--- src/rtl/lrc_pkg.sv ---
// Package: shared speed codes and request-cause type for the link rate controller.
// Assumes speed fields use one-hot style codes: 01 = 2.5 GT/s, 10 = 5.0 GT/s.
package lrc_pkg;
    localparam int SPD_W = 2;
    localparam logic [SPD_W-1:0] SPD_GEN1 = 2'b01;
    localparam logic [SPD_W-1:0] SPD_GEN2 = 2'b10;
    localparam logic [SPD_W-1:0] CAPS_ALL = 2'b11;

    typedef enum logic [1:0] {
        SRC_NONE = 2'd0,
        SRC_AUTO = 2'd1,
        SRC_SW   = 2'd2,
        SRC_REL  = 2'd3
    } chg_src_e;
endpackage

--- src/rtl/lrc_partner_caps.sv ---
// Module: records the partner's advertised rates.
// Capture happens only on training sets seen in the two permitted states; the
// newest capture always wins. 2.5 GT/s support is forced on.
module lrc_partner_caps
    import lrc_pkg::*;
(
    input  logic             clk,
    input  logic             rst_n,
    input  logic             ts_valid,
    input  logic             st_cfg_done,
    input  logic             st_rcvr_cfg,
    input  logic [SPD_W-1:0] rx_rate_id,
    output logic [SPD_W-1:0] caps
);
    logic take;

    // Qualify capture by training state.
    assign take = ts_valid && (st_cfg_done || st_rcvr_cfg);

    // Latest-wins record of partner support.
    always_ff @(posedge clk) begin
        if (!rst_n)
            caps <= SPD_GEN1;
        else if (take)
            caps <= {rx_rate_id[1], rx_rate_id[0] | 1'b1};
    end
endmodule

--- src/rtl/lrc_arbiter.sv ---
// Module: decides whether a speed change is needed this cycle.
// Holds the retrain bit and the once-per-active-period automatic upgrade flag.
// Priority: retrain, then reliability downgrade, then automatic upgrade.
// Assumes 'busy' is high while a request is outstanding; nothing new issues then.
module lrc_arbiter
    import lrc_pkg::*;
(
    input  logic             clk,
    input  logic             rst_n,
    input  logic             partner_gen2,
    input  logic [SPD_W-1:0] tgt_speed,
    input  logic [SPD_W-1:0] cur_speed,
    input  logic             dl_active,
    input  logic             port_is_dsp,
    input  logic             init_upg_dis,
    input  logic             retrain_wr,
    input  logic             rel_down_req,
    input  logic             busy,
    output logic             link_retrain,
    output logic             issue,
    output logic [SPD_W-1:0] issue_speed,
    output chg_src_e         issue_src
);
    logic lt_q;
    logic auto_done_q;
    logic tgt_gen2, cur_gen2, tgt_ok;
    logic lt_accept, sw_fire, rel_fire, auto_fire;

    // Decode speed codes and partner support for the target.
    assign tgt_gen2 = (tgt_speed == SPD_GEN2);
    assign cur_gen2 = (cur_speed == SPD_GEN2);
    assign tgt_ok   = !tgt_gen2 || partner_gen2;

    // Per-cause fire conditions, ordered by priority.
    always_comb begin
        lt_accept = lt_q && !busy;
        sw_fire   = lt_accept && (tgt_gen2 != cur_gen2) && tgt_ok;
        rel_fire  = !busy && !lt_q && rel_down_req && cur_gen2;
        auto_fire = !busy && !lt_q && dl_active && port_is_dsp && !init_upg_dis
                    && tgt_gen2 && partner_gen2 && !cur_gen2 && !auto_done_q;
    end

    // Select the request to issue.
    always_comb begin
        issue       = sw_fire || rel_fire || auto_fire;
        issue_speed = SPD_GEN2;
        issue_src   = SRC_NONE;
        if (sw_fire) begin
            issue_speed = tgt_gen2 ? SPD_GEN2 : SPD_GEN1;
            issue_src   = SRC_SW;
        end else if (rel_fire) begin
            issue_speed = SPD_GEN1;
            issue_src   = SRC_REL;
        end else if (auto_fire) begin
            issue_speed = SPD_GEN2;
            issue_src   = SRC_AUTO;
        end
    end

    // Retrain bit: a write sets it, acceptance clears it.
    always_ff @(posedge clk) begin
        if (!rst_n)
            lt_q <= 1'b0;
        else if (retrain_wr)
            lt_q <= 1'b1;
        else if (lt_accept)
            lt_q <= 1'b0;
    end

    // Automatic upgrade fires once per data-link-active period.
    always_ff @(posedge clk) begin
        if (!rst_n)
            auto_done_q <= 1'b0;
        else if (!dl_active)
            auto_done_q <= 1'b0;
        else if (auto_fire)
            auto_done_q <= 1'b1;
    end

    assign link_retrain = lt_q;
endmodule

--- src/rtl/lrc_req_hold.sv ---
// Module: holds the speed-change request until acknowledged and keeps the
// bandwidth-management status flag. Only software or reliability causes set
// the flag, at the acknowledge edge.
module lrc_req_hold
    import lrc_pkg::*;
(
    input  logic             clk,
    input  logic             rst_n,
    input  logic             issue,
    input  logic [SPD_W-1:0] issue_speed,
    input  chg_src_e         issue_src,
    input  logic             chg_ack,
    input  logic             bw_sts_clr,
    output logic             chg_req,
    output logic [SPD_W-1:0] chg_speed,
    output logic             bw_sts
);
    chg_src_e src_q;
    logic     done;
    logic     flag_cause;

    // Completion of the outstanding request and whether it counts for status.
    assign done       = chg_req && chg_ack;
    assign flag_cause = (src_q == SRC_SW) || (src_q == SRC_REL);

    // Request register: load on issue, drop on acknowledge.
    always_ff @(posedge clk) begin
        if (!rst_n) begin
            chg_req   <= 1'b0;
            chg_speed <= SPD_GEN1;
            src_q     <= SRC_NONE;
        end else if (done) begin
            chg_req <= 1'b0;
            src_q   <= SRC_NONE;
        end else if (issue && !chg_req) begin
            chg_req   <= 1'b1;
            chg_speed <= issue_speed;
            src_q     <= issue_src;
        end
    end

    // Status flag: set beats clear.
    always_ff @(posedge clk) begin
        if (!rst_n)
            bw_sts <= 1'b0;
        else if (done && flag_cause)
            bw_sts <= 1'b1;
        else if (bw_sts_clr)
            bw_sts <= 1'b0;
    end
endmodule

--- src/rtl/link_rate_ctrl.sv ---
// Top: link speed upgrade decision controller.
// Combines partner rate capture, the change decision and the request holder.
// Assumes the port itself supports both rates; the advertised set follows the
// target speed field.
module link_rate_ctrl
    import lrc_pkg::*;
(
    input  logic             clk,
    input  logic             rst_n,
    input  logic [SPD_W-1:0] rx_rate_id,
    input  logic             ts_valid,
    input  logic             st_cfg_done,
    input  logic             st_rcvr_cfg,
    input  logic             dl_active,
    input  logic             port_is_dsp,
    input  logic [SPD_W-1:0] tgt_speed,
    input  logic             retrain_wr,
    input  logic             init_upg_dis,
    input  logic             rel_down_req,
    input  logic [SPD_W-1:0] cur_speed,
    input  logic             chg_ack,
    input  logic             bw_sts_clr,
    output logic             chg_req,
    output logic [SPD_W-1:0] chg_speed,
    output logic [SPD_W-1:0] adv_speeds,
    output logic [SPD_W-1:0] partner_caps,
    output logic             link_retrain,
    output logic             bw_sts
);
    logic             issue;
    logic [SPD_W-1:0] issue_speed;
    chg_src_e         issue_src;

    lrc_partner_caps caps_i (
        .clk         (clk),
        .rst_n       (rst_n),
        .ts_valid    (ts_valid),
        .st_cfg_done (st_cfg_done),
        .st_rcvr_cfg (st_rcvr_cfg),
        .rx_rate_id  (rx_rate_id),
        .caps        (partner_caps)
    );

    lrc_arbiter arb_i (
        .clk          (clk),
        .rst_n        (rst_n),
        .partner_gen2 (partner_caps[1]),
        .tgt_speed    (tgt_speed),
        .cur_speed    (cur_speed),
        .dl_active    (dl_active),
        .port_is_dsp  (port_is_dsp),
        .init_upg_dis (init_upg_dis),
        .retrain_wr   (retrain_wr),
        .rel_down_req (rel_down_req),
        .busy         (chg_req),
        .link_retrain (link_retrain),
        .issue        (issue),
        .issue_speed  (issue_speed),
        .issue_src    (issue_src)
    );

    lrc_req_hold req_i (
        .clk         (clk),
        .rst_n       (rst_n),
        .issue       (issue),
        .issue_speed (issue_speed),
        .issue_src   (issue_src),
        .chg_ack     (chg_ack),
        .bw_sts_clr  (bw_sts_clr),
        .chg_req     (chg_req),
        .chg_speed   (chg_speed),
        .bw_sts      (bw_sts)
    );

    // Advertised speeds follow the target field.
    assign adv_speeds = (partner_caps[0] && tgt_speed == SPD_GEN2) ? CAPS_ALL : SPD_GEN1;
endmodule

--- config.mk ---
export PLATFORM = sky130hd
export DESIGN_NAME = link_rate_ctrl
export DESIGN_NICKNAME = d
export VERILOG_FILES = /design/src/rtl/lrc_pkg.sv /design/src/rtl/lrc_partner_caps.sv /design/src/rtl/lrc_arbiter.sv /design/src/rtl/lrc_req_hold.sv /design/src/rtl/link_rate_ctrl.sv
export SDC_FILE = /design/constraint.sdc
export NUM_CORES = 1
export LEC_CHECK = 0
export BUFFER_PORTS_ARGS = -buffer_cell sky130_fd_sc_hd__clkbuf_2
export CORE_AREA = 2 2 39 41
export DETAILED_ROUTE_END_ITERATION = 8
export DIE_AREA = 0 0 41 43
export GPL_TIMING_DRIVEN = 0
export SYNTH_ARGS = -nofsm -noshare
export SYNTH_HDL_FRONTEND = slang
export SYNTH_SLANG_ARGS = --single-unit
--- constraint.sdc ---
create_clock -name clk -period 1.3 [get_ports clk]
set_input_delay 0.195 -clock clk [delete_from_list [all_inputs] [get_ports clk]]
set_output_delay 0.195 -clock clk [all_outputs]
set_load 0.01 [all_outputs]
* Word level (Yosys, flattened, before mapping)
Cells that the tools add are included.
** Word-level totals
- Bits in registers :: 9
- Bits of input ports :: 18
- Output and inout bits :: 9
- Word-level logic and storage cells :: 58
** Operators by class
- Equal/unequal tests :: 5
- Muxes and demuxes :: 11
- Bitwise operators :: 2
- Reductions and logical operators :: 33
** Operator list (count)
- logical AND 1 bit :: 17
- two-way mux 2 bit :: 6
- == test 2 bit, second input constant :: 4
- zero test 1 bit :: 6
- logical OR 1 bit :: 5
- two-way mux 1 bit :: 5
- AND reduction 2 bit :: 2
- nonzero test 2 bit :: 2
- NOT 1 bit :: 2
- OR reduction 2 bit :: 1
- != test 1 bit :: 1

* Depth between registers and ports, before layout
- Depth in word-level cells :: 12
- Mapped depth :: 5

* Modules after synthesis
Synthesis repeated with hierarchy kept, for this count alone.
** Second synthesis, totals
- Cell total of the unflattened synthesis :: 53
- Area, all modules :: 450.4 um^2
** By module, submodules not included
- lrc_req_hold :: times used 1, cells each 22, area an instance 200.2 um^2, seq. area each 100.1 um^2
- lrc_arbiter :: times used 1, cells each 21, area an instance 172.7 um^2, seq. area each 40.0 um^2
- lrc_partner_caps :: times used 1, cells each 7, area an instance 57.6 um^2, seq. area each 20.0 um^2
- link_rate_ctrl :: times used 1, cells each 3, area an instance 20.0 um^2, seq. area each 0.0 um^2

* Worst setup path before layout
OpenSTA, ideal clock, no wires.
- Path kind :: register to register
- Start point :: register arb_i.lt_q (netlist: arb_i.link_retrain)
- End point :: register req_i.src_q[1]
- Library setup time :: 88 ps
- Arrival time :: 1092 ps
- Setup slack :: 120 ps
- Cell stages (with the launch flop) :: 6
- Period minus slack after synthesis :: 1180 ps
- Cells stage by stage :: dfxtp_1 > buf_6 > nor2_1 > a211o_1 > a21boi_1 > o32ai_2
** On the way
- Word-level cells in the longest chain between the ends :: 11
- Elaborated cells on any way between the ends :: 19
** Ends and longest elaborated chain
- from (decl) :: line lrc_arbiter.sv:24 : logic lt_q;
- from (signal assigned) :: line lrc_arbiter.sv:63 : lt_q <= 1'b0;
- from (signal assigned) :: line lrc_arbiter.sv:65 : lt_q <= 1'b1;
- from (signal assigned) :: line lrc_arbiter.sv:67 : lt_q <= 1'b0;
- zero test 1 bit :: line lrc_arbiter.sv:38, lrc_arbiter.sv:39
- logical AND 1 bit :: line lrc_arbiter.sv:38, lrc_arbiter.sv:39
- logical AND 1 bit (3 in series) :: line lrc_arbiter.sv:39 : auto_fire = !busy && !lt_q && dl_active && port_is_dsp && !init_upg_dis
- logical AND 1 bit (4 in series) :: line lrc_arbiter.sv:40 : && tgt_gen2 && partner_gen2 && !cur_gen2 && !auto_done_q;
- logical OR 1 bit :: line lrc_arbiter.sv:45 : issue = sw_fire || rel_fire || auto_fire;
- logical AND 1 bit :: line lrc_req_hold.sv:35 : end else if (issue && !chg_req) begin
- to (signal assigned) :: line lrc_req_hold.sv:38 : src_q <= issue_src;
- to (decl) :: line lrc_req_hold.sv:18 : chg_src_e src_q;
Several ways; a longest one is shown, not always the timed one.
A chain may end at the register's enable or synchronous reset.

* Worst setup path after layout
- Start point :: register arb_i.auto_done_q
- End point :: register req_i.chg_speed[1]
** On the way
- Word-level cells in the longest chain between the ends :: 5
** Ends and longest elaborated chain
- from (decl) :: line lrc_arbiter.sv:25 : logic auto_done_q;
- from (signal assigned) :: line lrc_arbiter.sv:73 : auto_done_q <= 1'b0;
- from (signal assigned) :: line lrc_arbiter.sv:75 : auto_done_q <= 1'b0;
- from (signal assigned) :: line lrc_arbiter.sv:77 : auto_done_q <= 1'b1;
- zero test 1 bit :: line lrc_arbiter.sv:40
- logical AND 1 bit :: line lrc_arbiter.sv:40
- logical OR 1 bit :: line lrc_arbiter.sv:45
- logical AND 1 bit :: line lrc_req_hold.sv:35
- AND reduction 2 bit (no line)
- to (signal assigned) :: line lrc_req_hold.sv:37 : chg_speed <= issue_speed;
- to (decl) :: line lrc_req_hold.sv:15 : output logic [SPD_W-1:0] chg_speed,
No other way between the ends.

==> metrics.cfg <==
[outcome]
status=completed

[power_and_ir_drop]
finalPower_mw=0.546
p_leak_nw=0.315
internal-power_mw=0.415
swShare=0.240
p_clk_frac=0.337
p_per_area_nw_per_um2=910
power_switching_mw=0.131
comb_power_share=0.185
vdd_drop_max_mv=0.499
seqPwrFrac=0.477

[routing]
num_vias=407
wl_um=876
drc=0
via_per_inst=4.63
drtIter0Drc=1
first_pass_iters=4
routedWlPerCell_um=9.95
drt.antenna.violating_nets=0

[logic_synthesis]
avgSynthCellArea_um2=9.62
ys_seq_area_frac=0.370
yosysWarnings=0
ys_types=26
synth_area_um2=433
ys_seq_elements=8
synthArstFlopShare=0
synthFlopType=dfxtp_1
synth_edf_count=0
synthCells=45

[global_routing]
gr-usage-met2=0.172
met1_usage=0.142
grt_max_degree=9
use_met3=0.0942
grt.busiest_layer=met2
grt_first_pass_wirelength_mm=1.39
overflow=0
antenna_found_initial=0
grt.total_usage=0.121
grt_pass1_vias=349

[setup_path]
crit_required_ns=1.44
r2r_setup_slack_ns=0.09
cp_max_fo=3
critPathArrivalTime_ns=1.35
worstSetupPathType=reg2reg
crit_path_end_kind=flip-flop
cp-start-kind=flip-flop

[placed_design]
pre_cts_slack_ns=0.0386
port-buffer-count=23
dpl.hpwl_um=714
dp_cells=85
gp_congestion=0.674

[floorplanning]
die_y_um=43
die-area_um2=1760
start_util=0.313
core_region_area_um2=1380
die_w_um=41
row_count=14
ios=27

[sta]
period_needed_ns=1.21
hold_slack_ns=0.147
period_share=0.932
finalSetupTns_ns=0
rsz0062_at_grt=no
setup_slack_ns=0.0883
setup_viol=0
fmax_mhz=825
drv_slew=0
clock_skew_ns=0.00181
hold_viol=0

[clocking]
post_cts_buffers=0
cts_buffers=3
cts.clk_slew.worst_paths_ns=0.05
cts_root_buf=clkbuf_4
cts_max_path_buffers=2
htreeDepth=1
clk_latency_ns=0.25
clock-sinks=8
cts_tree=done

[cells_and_area]
area_delta_synth_final_pct=38.7
nets=92
multi_input_area_um2=225
instances_no_fill=88
seqCellArea_um2=160
layout-drive-gt1-share=0.556
fill_cells=154
diodes=0

[hold_path]
holdCritPathClass=in2reg

[job]
maxCapViolations=0

## layer usage
metal | vias to the layer above | routed length, um
li1 | 206 | -
met1 | 183 | 359
met2 | 16 | 417
met3 | 2 | 87
met4 | 0 | 12
met5 | - | 0
## cell usage in the layout, fill, tap and decap left out, types with 2 or more instances in the layout
| master | n |
|---|---|
| a21boi_1 | 2 |
| a21oi_1 | 2 |
| clkbuf_4 | 3 |
| nand3_1 | 2 |
| clkbuf_2 | 23 |
| inv_1 | 3 |
| buf_4 | 4 |
| conb_1 | 2 |
| nor2_1 | 4 |
| dfxtp_1 | 8 |
## worst paths after layout
kind,startpoint,end,cells past startpoint
hold reg to reg,req_i.src_q[1]$_SDFFE_PP0P_,req_i.bw_sts$_SDFFE_PN0P_,2
hold / removal,retrain_wr,arb_i.link_retrain$_SDFFE_PN0P_,3
setup / recovery,arb_i.auto_done_q$_SDFFE_PN0P_,req_i.chg_speed[1]$_SDFFE_PN0P_,4
setup reg to reg,arb_i.auto_done_q$_SDFFE_PN0P_,req_i.chg_speed[1]$_SDFFE_PN0P_,4
## cell usage after synthesis, types with 2 or more instances
cell      count  area share
a21oi_1       2       0.023
o21ai_0       2       0.023
nor2_1        4       0.035
dfxtp_1       8        0.37
buf_4         4       0.069
a21boi_1      2       0.035
inv_1         3       0.026
nand3_1       2       0.023
## through the flow
step	area, um^2	util
finish	601	0.434
global route	601	0.434
CTS	594	0.429
detailed placement	572	0.413
global placement	572	0.413
floorplan	437	-
## repair_timing
| item | in CTS | in global routing |
|---|---|---|
| hold buffers | 0 | 0 |
| setup endpoints to repair | 0 | 3 |
| gates resized for setup | 0 | 2 |
## power groups by stage
stage	combinational [mW]	sequential [mW]	clock, mW
detailed placement	0.100	0.266	0
global route	0.112	0.262	0.215
finish	0.101	0.261	0.184
floorplan	0.0571	0.267	0
CTS	0.101	0.260	0.197
global placement	0.100	0.265	0
## critical path: stages (launching register included)
cell and delay (ns):
dfxtp_1 0.32, and4bb_2 0.25, o2111ai_2 0.23, nor2_1 0.07
o221a_2 0.24
## state kept, by name (all words and copies together) (netlist names)
register / flops
arb_i.auto_done_q: 1
req_i.bw_sts: 1
req_i.src_q: 1
req_i.chg_speed: 2
req_i.chg_req: 1
caps_i.caps: 1
arb_i.link_retrain: 1
## area by class of cell
| class | count | share of cell area |
|---|---|---|
| Buffer | 6 | 0.0771 |
| Clock buffer | 3 | 0.0375 |
| Inverter | 3 | 0.0188 |
| Multi-Input combinational cell | 29 | 0.375 |
| Sequential cell | 8 | 0.267 |
| Tap cell | 16 | 0.0333 |
| Timing Repair Buffer | 23 | 0.192 |
## cell families (layout without fill, tap and decap cells)
family / Yosys count / count (layout) / synth area share
other: 1 / 2 / 0.00866
buffers and inverters: 9 / 35 / 0.133
muxes: 1 / 1 / 0.0231
and+or+nand+nor: 14 / 14 / 0.240
DFF: 8 / 8 / 0.370
AOI/OAI and AO/OA: 12 / 12 / 0.225
(Power assumes the default switching activity.)
